$ cat src/rtl/chb_pkg.sv
package chb_pkg;
  // Verdict on the offset entry at the head of the list for this cycle
  typedef enum logic [1:0] {
    ACT_IDLE = 2'd0,  // wait: no word held, page done, or accumulator full
    ACT_TAKE = 2'd1,  // offset lies in the held word: harvest and consume
    ACT_DROP = 2'd2,  // offset out of order: consume without harvest
    ACT_SKIP = 2'd3   // offset lies in a later word: release the held word
  } loc_act_e;
endpackage

$ cat src/rtl/chb_word_slot.sv
module chb_word_slot #(
  parameter int WORD_W = 64,
  parameter int IDX_W  = 10
) (
  input  logic              clk,
  input  logic              rst_n,
  input  logic              in_valid,
  input  logic              in_first,
  input  logic [WORD_W-1:0] in_word,
  output logic              in_ready,
  input  logic              release_i,
  input  logic              done_set,
  output logic              held,
  output logic [WORD_W-1:0] word,
  output logic [IDX_W-1:0]  idx,
  output logic              done
);
  logic              held_q, held_d;
  logic              done_q, done_d;
  logic [IDX_W-1:0]  idx_q, idx_d;
  logic [WORD_W-1:0] word_q;
  logic              cap;

  assign in_ready = !held_q || release_i;
  assign cap      = in_valid && in_ready;

  always_comb begin
    held_d = held_q;
    idx_d  = idx_q;
    done_d = done_q;
    if (done_set) done_d = 1'b1;
    if (cap) begin
      held_d = 1'b1;
      idx_d  = in_first ? '0 : idx_q + IDX_W'(1);
      if (in_first) done_d = 1'b0;
    end else if (release_i) begin
      held_d = 1'b0;
    end
  end

  always_ff @(posedge clk or negedge rst_n) begin
    if (!rst_n) begin
      held_q <= 1'b0;
      idx_q  <= '0;
      done_q <= 1'b0;
    end else begin
      held_q <= held_d;
      idx_q  <= idx_d;
      done_q <= done_d;
    end
  end

  always_ff @(posedge clk) begin
    if (cap) word_q <= in_word;
  end

  assign held = held_q;
  assign word = word_q;
  assign idx  = idx_q;
  assign done = done_q;


  word_hold_chk: assert property (@(posedge clk) disable iff (!rst_n)
    held_q && !release_i |=> held_q && $stable(word_q) && $stable(idx_q));
endmodule

$ cat src/rtl/chb_order_check.sv
module chb_order_check #(
  parameter int OFS_W = 16
) (
  input  logic             clk,
  input  logic             rst_n,
  input  logic [OFS_W-1:0] ofs,
  input  logic             stale,
  input  logic             consume,
  input  logic             consume_last,
  output logic             bad,
  output logic             err_pulse
);
  logic             have_q, have_d;
  logic [OFS_W-1:0] prev_q;
  logic             prev_en;
  logic             err_q;

  assign bad = stale || (have_q && (ofs <= prev_q));

  always_comb begin
    have_d  = have_q;
    prev_en = 1'b0;
    if (consume) begin
      if (consume_last) begin
        have_d = 1'b0;
      end else if (!bad) begin
        have_d  = 1'b1;
        prev_en = 1'b1;
      end
    end
  end

  always_ff @(posedge clk or negedge rst_n) begin
    if (!rst_n) begin
      have_q <= 1'b0;
      err_q  <= 1'b0;
    end else begin
      have_q <= have_d;
      err_q  <= consume && bad;
    end
  end

  always_ff @(posedge clk) begin
    if (prev_en) prev_q <= ofs;
  end

  assign err_pulse = err_q;


  err_single_chk: assert property (@(posedge clk) disable iff (!rst_n)
    err_q |=> !err_q || $past(consume));
endmodule

$ cat src/rtl/chb_block_packer.sv
module chb_block_packer #(
  parameter int BLK_BITS = 512,
  localparam int CNT_W = $clog2(BLK_BITS + 1)
) (
  input  logic                clk,
  input  logic                rst_n,
  input  logic                push,
  input  logic                bit_in,
  input  logic                blk_ready,
  output logic                acc_full,
  output logic                blk_valid,
  output logic [BLK_BITS-1:0] blk_data
);
  logic [BLK_BITS-1:0] acc_q, acc_d;
  logic [BLK_BITS-1:0] out_q;
  logic [CNT_W-1:0]    cnt_q, cnt_d;
  logic                out_v_q, out_v_d;
  logic                xfer;

  assign acc_full = (cnt_q == CNT_W'(BLK_BITS));

  always_comb begin
    xfer    = acc_full && (!out_v_q || blk_ready);
    acc_d   = {bit_in, acc_q[BLK_BITS-1:1]};
    cnt_d   = cnt_q;
    out_v_d = out_v_q;
    if (xfer)      cnt_d = '0;
    else if (push) cnt_d = cnt_q + CNT_W'(1);
    if (xfer)           out_v_d = 1'b1;
    else if (blk_ready) out_v_d = 1'b0;
  end

  always_ff @(posedge clk or negedge rst_n) begin
    if (!rst_n) begin
      cnt_q   <= '0;
      out_v_q <= 1'b0;
    end else begin
      cnt_q   <= cnt_d;
      out_v_q <= out_v_d;
    end
  end

  always_ff @(posedge clk) begin
    if (push) acc_q <= acc_d;
  end

  always_ff @(posedge clk) begin
    if (xfer) out_q <= acc_q;
  end

  assign blk_valid = out_v_q;
  assign blk_data  = out_q;


  cnt_bound_chk: assert property (@(posedge clk) disable iff (!rst_n)
    cnt_q <= CNT_W'(BLK_BITS));

  blk_hold_chk: assert property (@(posedge clk) disable iff (!rst_n)
    out_v_q && !blk_ready |=> out_v_q && $stable(out_q));

  push_gate_chk: assert property (@(posedge clk) disable iff (!rst_n)
    push |-> !acc_full);
endmodule

$ cat src/rtl/cell_bit_harvester.sv
module cell_bit_harvester
  import chb_pkg::*;
#(
  parameter int WORD_W     = 64,
  parameter int PAGE_WORDS = 1024,
  parameter int BLK_BITS   = 512,
  localparam int BIT_W = $clog2(WORD_W),
  localparam int IDX_W = $clog2(PAGE_WORDS),
  localparam int OFS_W = BIT_W + IDX_W
) (
  input  logic                clk,
  input  logic                rst_n,
  input  logic                dat_valid,
  input  logic                dat_first,
  input  logic [WORD_W-1:0]   dat_word,
  output logic                dat_ready,
  input  logic                loc_valid,
  input  logic [OFS_W-1:0]    loc_ofs,
  input  logic                loc_last,
  output logic                loc_ready,
  output logic                blk_valid,
  input  logic                blk_ready,
  output logic [BLK_BITS-1:0] blk_data,
  output logic                pg_req,
  output logic                err_order
);
  logic [1:0]        rs_q;
  logic              arst_n;
  logic              held, done, acc_full, bad, stale;
  logic              release_w, push, done_set;
  logic [WORD_W-1:0] word;
  logic [IDX_W-1:0]  idx;
  logic [IDX_W-1:0]  loc_word;
  logic [BIT_W-1:0]  loc_bit;
  loc_act_e          act;

  // asynchronous assertion, synchronous release
  always_ff @(posedge clk or negedge rst_n) begin
    if (!rst_n) rs_q <= '0;
    else        rs_q <= {rs_q[0], 1'b1};
  end
  assign arst_n = rs_q[1];

  assign loc_word = loc_ofs[OFS_W-1:BIT_W];
  assign loc_bit  = loc_ofs[BIT_W-1:0];
  assign stale    = loc_word < idx;

  always_comb begin
    act = ACT_IDLE;
    if (held && !done && loc_valid) begin
      if (bad)                  act = ACT_DROP;
      else if (loc_word == idx) act = acc_full ? ACT_IDLE : ACT_TAKE;
      else                      act = ACT_SKIP;
    end
  end

  assign loc_ready = (act == ACT_TAKE) || (act == ACT_DROP);
  assign push      = (act == ACT_TAKE);
  assign done_set  = loc_ready && loc_valid && loc_last;
  assign release_w = held && (done || (act == ACT_SKIP));
  assign pg_req    = !acc_full && !blk_valid;

  chb_word_slot #(.WORD_W(WORD_W), .IDX_W(IDX_W)) i_slot (
    .clk(clk), .rst_n(arst_n),
    .in_valid(dat_valid), .in_first(dat_first), .in_word(dat_word),
    .in_ready(dat_ready), .release_i(release_w), .done_set(done_set),
    .held(held), .word(word), .idx(idx), .done(done)
  );

  chb_order_check #(.OFS_W(OFS_W)) i_order (
    .clk(clk), .rst_n(arst_n),
    .ofs(loc_ofs), .stale(stale),
    .consume(loc_ready && loc_valid), .consume_last(loc_last),
    .bad(bad), .err_pulse(err_order)
  );

  chb_block_packer #(.BLK_BITS(BLK_BITS)) i_pack (
    .clk(clk), .rst_n(arst_n),
    .push(push), .bit_in(word[loc_bit]), .blk_ready(blk_ready),
    .acc_full(acc_full), .blk_valid(blk_valid), .blk_data(blk_data)
  );


  req_hold_chk: assert property (@(posedge clk) disable iff (!arst_n)
    blk_valid |-> !pg_req);

  err_cause_chk: assert property (@(posedge clk) disable iff (!arst_n)
    err_order |-> $past(loc_valid && loc_ready));

  page_skip_chk: assert property (@(posedge clk) disable iff (!arst_n)
    $past(done_set) && held |-> !loc_ready);
endmodule

$ cat config.mk
export PLATFORM = sky130hd
export DESIGN_NAME = cell_bit_harvester
export DESIGN_NICKNAME = d
export VERILOG_FILES = /design/src/rtl/chb_pkg.sv /design/src/rtl/chb_word_slot.sv /design/src/rtl/chb_order_check.sv /design/src/rtl/chb_block_packer.sv /design/src/rtl/cell_bit_harvester.sv
export SDC_FILE = /design/constraint.sdc
export NUM_CORES = 1
export LEC_CHECK = 0
export ABC_AREA = 1
export BUFFER_PORTS_ARGS = -buffer_cell sky130_fd_sc_hd__buf_2
export CAP_MARGIN = 0
export CORE_AREA = 2 2 303 305
export CTS_CLUSTER_DIAMETER = 80
export DETAILED_ROUTE_END_ITERATION = 8
export DIE_AREA = 0 0 305 307
export SYNTH_ARGS = -nofsm -noshare
export SYNTH_HDL_FRONTEND = slang
export SYNTH_SLANG_ARGS = --single-unit
$ cat constraint.sdc
create_clock -name clk -period 3.2 [get_ports clk]
set_input_delay 0.64 -clock clk [delete_from_list [all_inputs] [get_ports clk]]
set_output_delay 0.64 -clock clk [all_outputs]
set_load 0.005 [all_outputs]
==> flow_metrics.py <==
metrics = {
    "logic_synthesis": {
        "synth_top_flop_cell": "edfxtp_1",
        "synth_fp_nets": 1636,
        "synth_enable_flop_cells": 1104,
        "ys_top_cells_by_count": "edfxtp_1, nand2_1, inv_1, nand3_1, ha_1",
        "yosysTopAreaCellShare_pct": 92.4,
        "synth_area_leader_cell": "edfxtp_1",
        "synth.yosys.seq_area_share_pct": 94.3,
        "post-synth-top-count-cell": "edfxtp_1",
        "ys_types": 35,
        "synth.avg_cell_area_um2": 23.6,
        "synth_area_leaders": "edfxtp_1, dfrtp_1, nand2_1",
        "synth.cell_area_um2": 35900,
        "postSynthCellCount": 1518,
        "async_reset_ff_share_pct": 2.39,
        "postSynthRegisterBits": 1131,
        "yosysWarningCount": 0,
    },
    "cells_and_area": {
        "finish.net_count": 2404,
        "area_growth_syn_to_layout_pct": 25.3,
        "layout-drive-gt1-share_pct": 38.0,
        "design_area_um2": 45000,
        "finish.cell_count_without_fillers": 3559,
        "insertedDiodeCount": 0,
    },
    "clocking": {
        "cts.clk_slew.worst_paths_ps": 60,
        "cts_buffer_depth": 3,
        "cts_root_buffer": "clkbuf_16",
        "clock-sinks": 1131,
        "htreeDepth": 3,
        "tritoncts_clock_tree": "done",
        "number_of_clock_buffers_inserted_by_tritoncts": 108,
        "worstSkewPairLatency_ps": 660,
    },
    "floorplan": {
        "design.core.area_um2": 90700,
        "floorplan.initialDensity_pct": 39.6,
        "chipWidth_um": 305,
        "die_h_um": 307,
        "site_row_count": 111,
        "io_pins": 604,
        "dieArea_um2": 93600,
    },
    "hold_path": {
        "worstHoldStart": "dat_word[56]",
        "hold-path-endpoint": "i_slot.word[56]$_DFFE_PP_",
        "holdPathStages": 1,
        "hp-class": "in -> reg",
    },
    "worst_setup_path": {
        "r2r_slack_ps": 280,
        "worst-path-max-fanout": 4,
        "critical_path.reg2reg.startpoint": "i_slot.idx[3]$_DFFE_PN0P_",
        "end_kind": "primary output",
        "worst_r2r_path_depth": 19,
        "timing.rr.end": "i_slot.idx[7]$_DFFE_PN0P_",
        "arrival_time_at_the_worst_endpoint_ps": 2680,
        "startpoint_type": "register",
        "worst-endpoint-required_ps": 2560,
        "timing.setup.critical_path_class": "reg -> out",
    },
    "sta": {
        "timing.final.setup_violations": 2,
        "finalHoldViolCount": 0,
        "fmax_ghz": 0.302,
        "worst_hold_slack_ps": 149,
        "fin_ws_ps": -115,
        "timing.final.crit_share_pct": 104,
        "rsz0062_at_grt": "yes",
        "max_slew.worst_pin.slew_ps": 1110,
        "final_max_slew_viol_count": 0,
        "slew_headroom_pct": 25.9,
        "timing.final.crit_period_ps": 3320,
        "finClkSkew_ps": 19.8,
    },
    "route": {
        "drtPass1Iterations": 5,
        "drt-total-wl_mm": 73.2,
        "routed-via-count": 16500,
        "antenna_left": 0,
        "route.detailed.vias_per_inst": 4.65,
        "detail_route.wl_per_cell_um": 20.6,
        "detail_route.drc_violations": 0,
        "detailedRoute.firstIterationViolations": 1359,
    },
    "flow_run": {
        "max-cap-violations": 0,
    },
    "pwr": {
        "total_leakage_power_nw": 12.2,
        "sw_frac_of_total_pct": 21.2,
        "pwr_density_cell_nw_per_um2": 704,
        "ir_drop_uv": 468,
        "net-switching-power_mw": 6.72,
        "power.share.sequential_pct": 54.0,
        "total_power_mw": 31.6,
        "power_frac_comb_pct": 5.7,
        "p_int_mw": 24.9,
        "power.share.clock_pct": 40.4,
    },
    "global_routing": {
        "wire_length_of_the_first_global_routing_pass_mm": 107,
        "grt_usage_pct": 15.2,
        "grt_max_degree": 86,
        "grt-ovfl-total": 0,
        "antenna_found_initial": 2,
        "first_global_vias": 16600,
    },
    "run_status": {
        "failing_checks": "negative setup slack",
        "run_status": "finished with violations",
    },
    "placement": {
        "place_inst": 3355,
        "port_buffers": 603,
        "post_dp_cell_area_um2": 41100,
        "dp_hpwl_mm": 50.3,
        "place_congestion": 0.883,
    },
}
[logic make-up (layout without fill, tap and decap cells)]
group / after synthesis / in the layout / share of synthesized area, %
AOI/OAI and AO/OA: 51 / 51 / 0.760
xor gates and xnor gates: 6 / 6 / 0.146
adders and majority gates: 31 / 31 / 1.08
buffers and inverters: 78 / 933 / 0.851
DFF: 1131 / 1131 / 94.3
other: 1 / 1 / 0.0104
and+or+nand+nor: 220 / 220 / 2.89
[how the worst max path moves through the flow]
| stage | to | start | slack, ps |
|---|---|---|---|
| finish | loc_ready | i_slot.idx[1]$_DFFE_PN0P_ | -120 |
| global route | loc_ready | i_order.prev_q[1]$_DFFE_PP_ | -240 |
| CTS | dat_ready | i_order.prev_q[11]$_DFFE_PP_ | -130 |
| detailed placement | i_slot.idx[7]$_DFFE_PN0P_ | loc_ofs[15] | -80 |
| global placement | i_slot.idx[7]$_DFFE_PN0P_ | loc_ofs[3] | 50 |
| floorplan | i_pack.blk_data[0]$_DFFE_PP_ | blk_ready | -5730 |
[through the flow]
stage                     utilization, %  setup TNS, ps  setup slack, ps
after floorplan                        -       -4351870            -5730
after global placement              45.3              0             51.4
after detailed placement            45.3          -84.1            -84.1
after CTS                           49.5           -251             -128
after global routing                49.6           -475             -243
final                               49.6           -215             -115
[critical path, cell delays in order, from the launching register on]
cell	delay (ps)
dfrtp_1	410
inv_2	100
ha_1	250
inv_1	60
nor2_1	40
o211ai_1	250
o2111ai_4	200
nand3_2	120
nand2_2	60
buf_6	130
ha_4	260
inv_2	30
buf_2	110
[layout by cell type (no fill, tap or decap), types with 16 or more instances in the layout]
cell type  Yosys  final
buf_4          0     41
clkinv_1       0     16
clkinv_2       1     26
clkbuf_16      0    113
dfrtp_1       27     26
inv_1         59     48
ha_1          31     22
inv_2          7     16
a21oi_1       21     18
buf_12         0     23
buf_2          9    602
edfxtp_1    1104   1104
nor2_1        29     24
nand2_1      104     96
nand3_1       49     47
[final cells by class]
cell class / count / area (µm²)
Tap cell: 1186 / 1480
Inverter: 67 / 270
Multi-Input combinational cell: 309 / 1970
Sequential cell: 1131 / 33800
Timing Repair Buffer: 669 / 3810
Fill cell: 7312 / 45700
Clock buffer: 127 / 2900
Clock inverter: 70 / 707
[registers in the layout, indices dropped and copies added, names as in the netlist, 2 cells and up]
| signal | cells |
|---|---|
| rs_q | 2 |
| i_order.prev_q | 16 |
| i_slot.idx | 10 |
| i_pack.acc_q | 512 |
| i_slot.word | 64 |
| i_pack.cnt_q | 10 |
| i_pack.blk_data | 512 |
[routing by layer]
| layer | wire, µm | global-route usage (%) | vias to the layer above |
|---|---|---|---|
| met2 | 35100 | 24.5 | 713 |
| met5 | 16 | 0 | - |
| li1 | - | - | 7450 |
| met3 | 6700 | 5.46 | 112 |
| met1 | 29700 | 19.3 | 8256 |
| met4 | 1730 | 5.01 | 2 |
[timing repair]
item / CTS / global route
gates resized for setup: 25 / 16
hold buffers: 1 / 0
setup endpoints to repair: 2 / 4
pin swaps: 12 / 10
setup buffers: 5 / 1
cloned: 0 / 0
hold endpoints to repair: 2 / 0
[power by group through the flow]
stage / combinational, mW / sequential, mW / clock [mW]
6_report: 1.80 / 17.1 / 12.8
5_1_grt: 1.97 / 17.1 / 13.7
3_3_place_gp: 1.65 / 17.4 / 0
4_1_cts: 1.79 / 17.1 / 13.1
3_5_place_dp: 1.74 / 17.4 / 0
2_1_floorplan: 0.975 / 17.5 / 0
Note: power is estimated with default switching activity, not from simulation.
